`src/rtl/rn_pkg.sv`:
```
package rn_pkg;
  localparam int ARCH_REGS_DEF = 16;
  localparam int PHYS_REGS_DEF = 32;

  function automatic int idx_bits(input int n);
    int b;
    b = 1;
    while ((1 << b) < n) b++;
    return b;
  endfunction
endpackage

```
`src/rtl/rn_map_table.sv`:
```
module rn_map_table
  import rn_pkg::*;
#(
  parameter int ARCH_REGS = ARCH_REGS_DEF,
  parameter int PHYS_REGS = PHYS_REGS_DEF,
  localparam int AW = idx_bits(ARCH_REGS),
  localparam int PW = idx_bits(PHYS_REGS)
) (
  input  logic          clk,
  input  logic          rst,
  input  logic [AW-1:0] rd0_idx,
  input  logic [AW-1:0] rd1_idx,
  input  logic [AW-1:0] rdd_idx,
  output logic [PW-1:0] rd0_val,
  output logic [PW-1:0] rd1_val,
  output logic [PW-1:0] rdd_val,
  input  logic          wr_en,
  input  logic [AW-1:0] wr_idx,
  input  logic [PW-1:0] wr_val,
  input  logic          ckpt,
  input  logic          restore
);
  logic [PW-1:0] map_q  [ARCH_REGS];
  logic [PW-1:0] snap_q [ARCH_REGS];

  // lookups see the table before this cycle's write lands
  assign rd0_val = map_q[rd0_idx];
  assign rd1_val = map_q[rd1_idx];
  assign rdd_val = map_q[rdd_idx];

  always_ff @(posedge clk) begin
    if (rst) begin
      for (int i = 0; i < ARCH_REGS; i++) begin
        map_q[i]  <= PW'(i);
        snap_q[i] <= PW'(i);
      end
    end else if (restore) begin
      for (int i = 0; i < ARCH_REGS; i++) map_q[i] <= snap_q[i];
    end else begin
      if (ckpt) begin
        for (int i = 0; i < ARCH_REGS; i++) snap_q[i] <= map_q[i];
      end
      if (wr_en) map_q[wr_idx] <= wr_val;
    end
  end

  AST_WRITE_NOT_ON_RESTORE: assert property (@(posedge clk) disable iff (rst)
    restore |-> !wr_en);
endmodule

```
`src/rtl/rn_free_list.sv`:
```
module rn_free_list
  import rn_pkg::*;
#(
  parameter int ARCH_REGS = ARCH_REGS_DEF,
  parameter int PHYS_REGS = PHYS_REGS_DEF,
  localparam int PW    = idx_bits(PHYS_REGS),
  localparam int PTRW  = PW + 1,
  localparam int NFREE = PHYS_REGS - ARCH_REGS
) (
  input  logic          clk,
  input  logic          rst,
  input  logic          pop,
  output logic [PW-1:0] head_val,
  output logic          empty,
  input  logic          push,
  input  logic [PW-1:0] push_val,
  input  logic          ckpt,
  input  logic          restore
);
  logic [PW-1:0]   mem_q [PHYS_REGS];
  logic [PTRW-1:0] head_q, tail_q, snap_head_q;
  logic [PTRW-1:0] count;

  assign count    = tail_q - head_q;
  assign empty    = (count == '0);
  assign head_val = mem_q[head_q[PW-1:0]];

  always_ff @(posedge clk) begin
    if (rst) begin
      for (int k = 0; k < PHYS_REGS; k++)
        mem_q[k] <= (k < NFREE) ? PW'(ARCH_REGS + k) : '0;
      tail_q <= PTRW'(NFREE);
    end else if (push) begin
      mem_q[tail_q[PW-1:0]] <= push_val;
      tail_q <= tail_q + 1'b1;
    end
  end

  always_ff @(posedge clk) begin
    if (rst) begin
      head_q      <= '0;
      snap_head_q <= '0;
    end else if (restore) begin
      head_q <= snap_head_q;
    end else begin
      if (ckpt) snap_head_q <= head_q;
      if (pop)  head_q      <= head_q + 1'b1;
    end
  end

  AST_POP_NONEMPTY: assert property (@(posedge clk) disable iff (rst)
    pop |-> !empty);
  AST_FREE_BOUND: assert property (@(posedge clk) disable iff (rst)
    count <= PTRW'(NFREE));
endmodule

```
`src/rtl/reg_rename_unit.sv`:
```
module reg_rename_unit
  import rn_pkg::*;
#(
  parameter int ARCH_REGS = ARCH_REGS_DEF,
  parameter int PHYS_REGS = PHYS_REGS_DEF,
  localparam int AW = idx_bits(ARCH_REGS),
  localparam int PW = idx_bits(PHYS_REGS)
) (
  input  logic          clk,
  input  logic          rst,
  input  logic          ren_valid_i,
  output logic          ren_ready_o,
  input  logic [AW-1:0] ren_src0_i,
  input  logic [AW-1:0] ren_src1_i,
  input  logic [AW-1:0] ren_dst_i,
  input  logic          ren_has_dst_i,
  output logic          out_valid_o,
  output logic [PW-1:0] out_psrc0_o,
  output logic [PW-1:0] out_psrc1_o,
  output logic          out_has_dst_o,
  output logic [PW-1:0] out_pdst_o,
  output logic [PW-1:0] out_pold_o,
  input  logic          cmt_valid_i,
  input  logic [PW-1:0] cmt_preg_i,
  input  logic          ckpt_take_i,
  input  logic          restore_i
);
  logic          fl_empty;
  logic [PW-1:0] fl_head;
  logic [PW-1:0] ps0, ps1, pold;
  logic          accept, alloc, ckpt_eff;

  assign ren_ready_o = !restore_i && (!ren_has_dst_i || !fl_empty);
  assign accept      = ren_valid_i && ren_ready_o;
  assign alloc       = accept && ren_has_dst_i;
  assign ckpt_eff    = ckpt_take_i && !restore_i;

  rn_map_table #(.ARCH_REGS(ARCH_REGS), .PHYS_REGS(PHYS_REGS)) map_i (
    .clk     (clk),
    .rst     (rst),
    .rd0_idx (ren_src0_i),
    .rd1_idx (ren_src1_i),
    .rdd_idx (ren_dst_i),
    .rd0_val (ps0),
    .rd1_val (ps1),
    .rdd_val (pold),
    .wr_en   (alloc),
    .wr_idx  (ren_dst_i),
    .wr_val  (fl_head),
    .ckpt    (ckpt_eff),
    .restore (restore_i)
  );

  rn_free_list #(.ARCH_REGS(ARCH_REGS), .PHYS_REGS(PHYS_REGS)) pool_i (
    .clk      (clk),
    .rst      (rst),
    .pop      (alloc),
    .head_val (fl_head),
    .empty    (fl_empty),
    .push     (cmt_valid_i),
    .push_val (cmt_preg_i),
    .ckpt     (ckpt_eff),
    .restore  (restore_i)
  );

  always_ff @(posedge clk) begin
    if (rst) begin
      out_valid_o   <= 1'b0;
      out_psrc0_o   <= '0;
      out_psrc1_o   <= '0;
      out_has_dst_o <= 1'b0;
      out_pdst_o    <= '0;
      out_pold_o    <= '0;
    end else begin
      out_valid_o <= accept;
      if (accept) begin
        out_psrc0_o   <= ps0;
        out_psrc1_o   <= ps1;
        out_has_dst_o <= ren_has_dst_i;
        out_pdst_o    <= ren_has_dst_i ? fl_head : '0;
        out_pold_o    <= ren_has_dst_i ? pold : '0;
      end
    end
  end

  AST_NEW_NOT_OLD: assert property (@(posedge clk) disable iff (rst)
    out_valid_o && out_has_dst_o |-> out_pdst_o != out_pold_o);
  AST_NEW_NOT_SOURCE: assert property (@(posedge clk) disable iff (rst)
    out_valid_o && out_has_dst_o |-> (out_pdst_o != out_psrc0_o) && (out_pdst_o != out_psrc1_o));
  AST_NODST_BLANK: assert property (@(posedge clk) disable iff (rst)
    out_valid_o && !out_has_dst_o |-> out_pdst_o == '0 && out_pold_o == '0);
  AST_RESTORE_NO_RESULT: assert property (@(posedge clk) disable iff (rst)
    restore_i |=> !out_valid_o);
endmodule

```
`config.mk`:
```
export PLATFORM = sky130hd
export DESIGN_NAME = reg_rename_unit
export DESIGN_NICKNAME = d
export VERILOG_FILES = /design/src/rtl/rn_pkg.sv /design/src/rtl/rn_map_table.sv /design/src/rtl/rn_free_list.sv /design/src/rtl/reg_rename_unit.sv
export SDC_FILE = /design/constraint.sdc
export NUM_CORES = 1
export LEC_CHECK = 0
export ABC_AREA = 1
export CORE_MARGIN = 5
export CORE_UTILIZATION = 24
export CTS_CLUSTER_SIZE = 14
export DETAILED_ROUTE_END_ITERATION = 8
export PLACE_DENSITY = 0.41
export SLEW_MARGIN = 20
export SYNTH_ARGS = -nofsm -noshare
export SYNTH_HDL_FRONTEND = slang
export SYNTH_SLANG_ARGS = --single-unit
```
`constraint.sdc`:
```
create_clock -name clk -period 6.2 [get_ports clk]
set_clock_uncertainty 0.05 [all_clocks]
set_input_delay 1.24 -clock clk [delete_from_list [all_inputs] [get_ports clk]]
set_output_delay 1.24 -clock clk [all_outputs]
set_load 0.02 [all_outputs]
```
==> metrics, run 1 <==
Antenna Violating Nets Remaining 0; Post-synth EDFFs 320; number of max-cap violations 0; Reg2Reg Setup Slack 3.00 ns; register area 0.0105 mm²; crit path time final 4.22 ns; Netlist cell types 30; combined area of the multi-input logic cells 0.00657 mm²; row count 101; WHS 0.415 ns; drt initial violations 1032; initial antenna violation count 0; CTS buffer count 45; die width 286 µm; setup violators final 0; Mapped Area 0.0183 mm²; R2R cell count 12; worst hold path type flip-flop to flip-flop; largest net degree at the start of global routing 81; Fin Setup TNS 0 ns; Synth Register Bits 365; gr usage total 13.9%; crit start category input pin; top-count cell post-synth nand2_1; Syn Inst Count 2162; placed cells 3082; Fmax 0.237 GHz; Crit Path Max Fanout 16; Cell Pwr Density 282 mW/mm²; maximum buffer depth of the clock tree 3; die height 286 µm; status complete, no violations; die area 0.0820 mm²; Root Buffer Master clkbuf_16; Net count, final 2185; RSZ-0062 raised after global routing false; Max-slew headroom 27.2%; io pins 47; IO buf count 46; crit path kind input pin to output pin; syn nets 2196; Yosys Warn Count 0; hold_buf cts 0; Synth Flop Type edfxtp_1; post-route cell area 0.0211 mm²; DRC viols 0; fill cell count 8116; first-pass GRT wire length 88.4 mm; endpoints failing hold 0; Post-synth top cells nand2_1 (678), edfxtp_1 (320), nand3_1 (263); area of placed instances 0.0196 mm²; top cell type's share of synthesized area 52.4%; number of buffers added for setup after CTS 0; share of layout cells above drive strength 1 5.99%; synthesis-to-finish area growth 14.8%; Overflow after GRT 0; sequential share of the synthesized area 57.3%; hpwl dp 38.8 mm; RD Place Congestion 0.826; Async SR Flop Fraction 0%; Synth area leader edfxtp_1; Final WS setup 1.98 ns; fin crit share 68.0%; Hold EP out_has_dst_o; vias per inst 4.64; critical path data arrival time 2.93 ns; crit end category output pin; htree depth 2; WP data required 4.91 ns; Worst-Margin Slew 1.09 ns; Worst Hold Launch out_has_dst_o; Clock Latency Late Sink 0.59 ns; CTS Sinks 365; Pre-antenna DRT Iters 5; core area 0.0758 mm²; routed vias 14673; Hold Path Stages 2; Clock Pin Slew Worst Setup and Hold Paths 0.06 ns; pre-CTS WS 1.95 ns; Initial Util 24.2%; n_diodes 0; worst vdd ir 0.168 mV; mean post-synth cell area 8.48 µm²; Static Leak 8.13 nW; fin cells 3164; final core utilization 27.8%; WL per Instance 18.5 µm; number of global-route vias before repair 14144; TritonCTS clock tree yes; top post-synthesis cells by area edfxtp_1 (52%), nand2_1 (14%), nand3_1 (7.2%); Tot Pwr 5.93 mW; Routed WL 58.6 mm; Crit Reg-Reg Endpoint map_i.map_q[1][3]; # resized after CTS 0; final slew viol count 0
[flip-flops by register name, summed over array words and instances, names as in the netlist, named ones only]
| register | cells |
|---|---|
| pool_i.mem_q | 160 |
| map_i.map_q | 80 |
| map_i.snap_q | 80 |
| pool_i.head_q | 6 |
| pool_i.snap_head_q | 6 |
| pool_i.tail_q | 6 |
| out_pdst_o | 5 |
| out_pold_o | 5 |
| out_psrc0_o | 5 |
| out_psrc1_o | 5 |
| out_has_dst_o | 1 |
| out_valid_o | 1 |
[critical path: stages]
cell and delay (ns):
clkdlybuf4s50_1 0.57, inv_2 0.35, nand2_1 0.11, inv_1 0.06, clkdlybuf4s50_1 0.59
[cell type report]
class	count	area share (%)
clock buffers	62	5.85
clock inverters	20	0.975
inverters	184	3.29
multi-input cells	1486	31.2
flip-flops and latches	365	49.9
well taps	978	5.81
repair buffers	69	2.97
[logic make-up (layout without fill, tap and decap cells)]
family | after synthesis | in the layout | synth area share [%]
flip-flops | 365 | 365 | 57.3
AND/OR/NAND/NOR | 1234 | 1234 | 27.7
AO/OA/AOI/OAI | 241 | 241 | 7.25
multiplexers | 1 | 1 | 0.0546
adder cells (fa/ha/maj) | 10 | 10 | 0.682
buffers and inverters | 311 | 335 | 6.97
[layer usage]
metal / up-vias / part of all wire [%] / GRT usage, %
met5: - / 0 / 0
met3: 89 / 4.4 / 2.03
met4: 0 / 2.4 / 3.81
met1: 7047 / 47 / 19.5
met2: 356 / 46 / 22.6
li1: 7181 / - / -
[layout by cell type (no fill, tap or decap), types with 2 or more instances in the layout]
cell type	netlist	layout
edfxtp_1	320	320
o21ai_1	4	4
clkdlybuf4s50_1	0	42
clkinv_16	0	2
clkbuf_8	0	2
clkbuf_16	0	46
o21ai_0	104	104
clkinv_1	5	9
nand2_1	678	677
o22ai_1	36	36
buf_2	26	4
nand2_2	5	5
buf_4	16	22
inv_1	174	169
nand4_1	10	10
or2_2	19	19
inv_2	4	10
a21oi_1	67	67
dfxtp_1	45	44
clkinvlp_4	0	3
nor2_4	1	2
clkbuf_1	78	14
clkinv_2	0	7
nand3_1	263	263
nor2_1	249	248
nor3_1	7	7
o211ai_1	28	28
bufinv_16	0	2
ha_1	10	10
[report_power, final]
part	switching, mW	internal (mW)
combinational	0.431	0.136
sequential	0.0397	2.76
clock	1.08	1.48
total	1.55	4.38
[worst max-delay path by stage]
stage,from,end,slack (ns)
6_report,restore_i,ren_ready_o,1.98
5_1_grt,restore_i,ren_ready_o,1.86
4_1_cts,restore_i,ren_ready_o,1.96
3_5_place_dp,restore_i,ren_ready_o,1.95
3_3_place_gp,restore_i,ren_ready_o,1.95
2_1_floorplan,restore_i,map_i.snap_q[0][0],2.33
(Power assumes the default switching activity.)
==> run 2, diff against run 1 <==
==> constraint.sdc (replaced) <==
create_clock -name clk -period 4.1 [get_ports clk]
set_clock_uncertainty 0.05 [all_clocks]
set_input_delay 0.82 -clock clk [delete_from_list [all_inputs] [get_ports clk]]
set_output_delay 0.82 -clock clk [all_outputs]
set_load 0.02 [all_outputs]
==> metrics, run 2 (synthesis results as in run 1) <==
status complete, no violations; first-pass GRT wire length 89.3 mm (+0.98%); crit end category output pin; number of global-route vias before repair 14488 (+2.4%); worst vdd ir 0.251 mV (+49%); Overflow after GRT 0 (unchanged); # resized after CTS 0 (unchanged); worst hold path type flip-flop to flip-flop; Biggest register pool_i.mem_q; io pins 47 (unchanged); Clock Latency Late Sink 0.59 ns (about the same); Cell Pwr Density 429 mW/mm² (+52%); WL per Instance 18.6 µm (+0.32%); Clock Pin Slew Worst Setup and Hold Paths 0.06 ns (about the same); CTS Sinks 365 (unchanged); Largest register FFs 160 (unchanged); Fin Setup TNS 0 ns (unchanged); routed vias 14917 (+1.7%); setup violators final 0 (unchanged); final slew viol count 0 (unchanged); combined area of the multi-input logic cells 0.00657 mm² (unchanged); RSZ-0062 raised after global routing false; crit start category flip-flop; share of layout cells above drive strength 1 6.64% (+0.64 points); register area 0.0105 mm² (unchanged); row count 101 (unchanged); placed cells 3096 (+0.45%); Max-slew headroom 29.4% (+2.2 points); R2R cell count 11 (-1); fill cell count 8170 (+0.67%); critical path data arrival time 2.60 ns (-0.33 ns); Antenna Violating Nets Remaining 0 (unchanged); Routed WL 59.1 mm (+0.76%); number of max-cap violations 0 (unchanged); Hold Path Stages 2 (unchanged); Worst Hold Launch out_has_dst_o; pre-CTS WS 0.778 ns (-1.17 ns); Worst Setup SP pool_i.head_q[3]; Initial Util 24.2% (unchanged); final core utilization 28.1% (+0.28 points); fin crit share 84.7%; IO buf count 46 (unchanged); most frequent cells in the layout nand2_1 (677), edfxtp_1 (320), nand3_1 (263); hpwl dp 39.0 mm (+0.51%); commonest non-fill, non-tap cell in the layout nand2_1; RD Place Congestion 0.828 (+0.23%); crit path kind flip-flop to output pin; die width 286 µm (unchanged); initial antenna violation count 0 (unchanged); Fmax 0.288 GHz; drt initial violations 1176 (+14%); n_diodes 0 (unchanged); endpoints failing hold 0 (unchanged); maximum buffer depth of the clock tree 3 (unchanged); gr usage total 14.0% (+0.038 points); number of buffers added for setup after CTS 0 (unchanged); vias per inst 4.69 (+1.2%); Static Leak 8.24 nW (+1.4%); WP data required 3.23 ns (-1.68 ns); Worst-Margin Slew 1.06 ns (-0.0330 ns); crit path time final 3.47 ns; hold_buf cts 0 (unchanged); top flop regs pool_i.mem_q: 160 flops, map_i.map_q: 80 flops, map_i.snap_q: 80 flops; fin cells 3178 (+0.44%); Net count, final 2198 (+0.59%); TritonCTS clock tree yes; Final WS setup 0.628 ns (-1.35 ns); htree depth 2 (unchanged); DRC viols 0 (unchanged); Pre-antenna DRT Iters 5 (unchanged); die height 286 µm (unchanged); largest net degree at the start of global routing 81 (unchanged); core area 0.0758 mm² (unchanged); synthesis-to-finish area growth 16.0%; Crit Path Max Fanout 5 (-11); die area 0.0820 mm² (unchanged); WHS 0.418 ns (+0.00350 ns); Root Buffer Master clkbuf_16; CTS buffer count 44 (-2.2%)
run 2: report_power, final:
group	switching, mW	internal [mW]	total [mW]
logic	0.659	0.220	0.879
clock network	1.68	2.34	4.02
registers	0.0607	4.17	4.23
total	2.40	6.73	9.12
run 2: metal layers:
metal  GRT usage (%)  part of all wire, %  routed length, µm
met1            19.6                   47              27700
met2            22.6                   45              26600
met3            1.97                  5.4               3180
met4            3.89                  2.7               1600
met5               0                    0                  0
run 2: final cells by class:
cell class	count	share of cell area (%)
Sequential cell	365	49.4
Inverter	184	3.26
Multi-Input combinational cell	1486	30.9
Tap cell	978	5.75
Clock buffer	58	5.81
Clock inverter	24	1.20
Timing Repair Buffer	83	3.69
run 2: final timing paths:
check,end,slack (ns)
max,ren_ready_o,0.63
min,out_has_dst_o,0.42
max reg2reg,map_i.map_q[7][2],1.15
min reg2reg,out_has_dst_o,0.42
run 2: critical path, stage by stage, from the launching register on:
cell             delay (ns)
dfxtp_1                0.39
inv_1                  0.12
ha_1                   0.35
o21ai_0                0.19
nand2_1                0.06
nand2_1                0.07
inv_2                  0.03
nand3_2                0.08
nand2_1                0.07
inv_1                  0.06
clkdlybuf4s50_1        0.60
run 2: per-stage QoR:
stage                     total power [mW]  instance area, µm²
final                                 9.12               21300
after global routing                  9.49               21300
after CTS                             9.24               21300
after detailed placement              5.19               19800
after global placement                5.18               19800
after floorplan                       4.82               18300
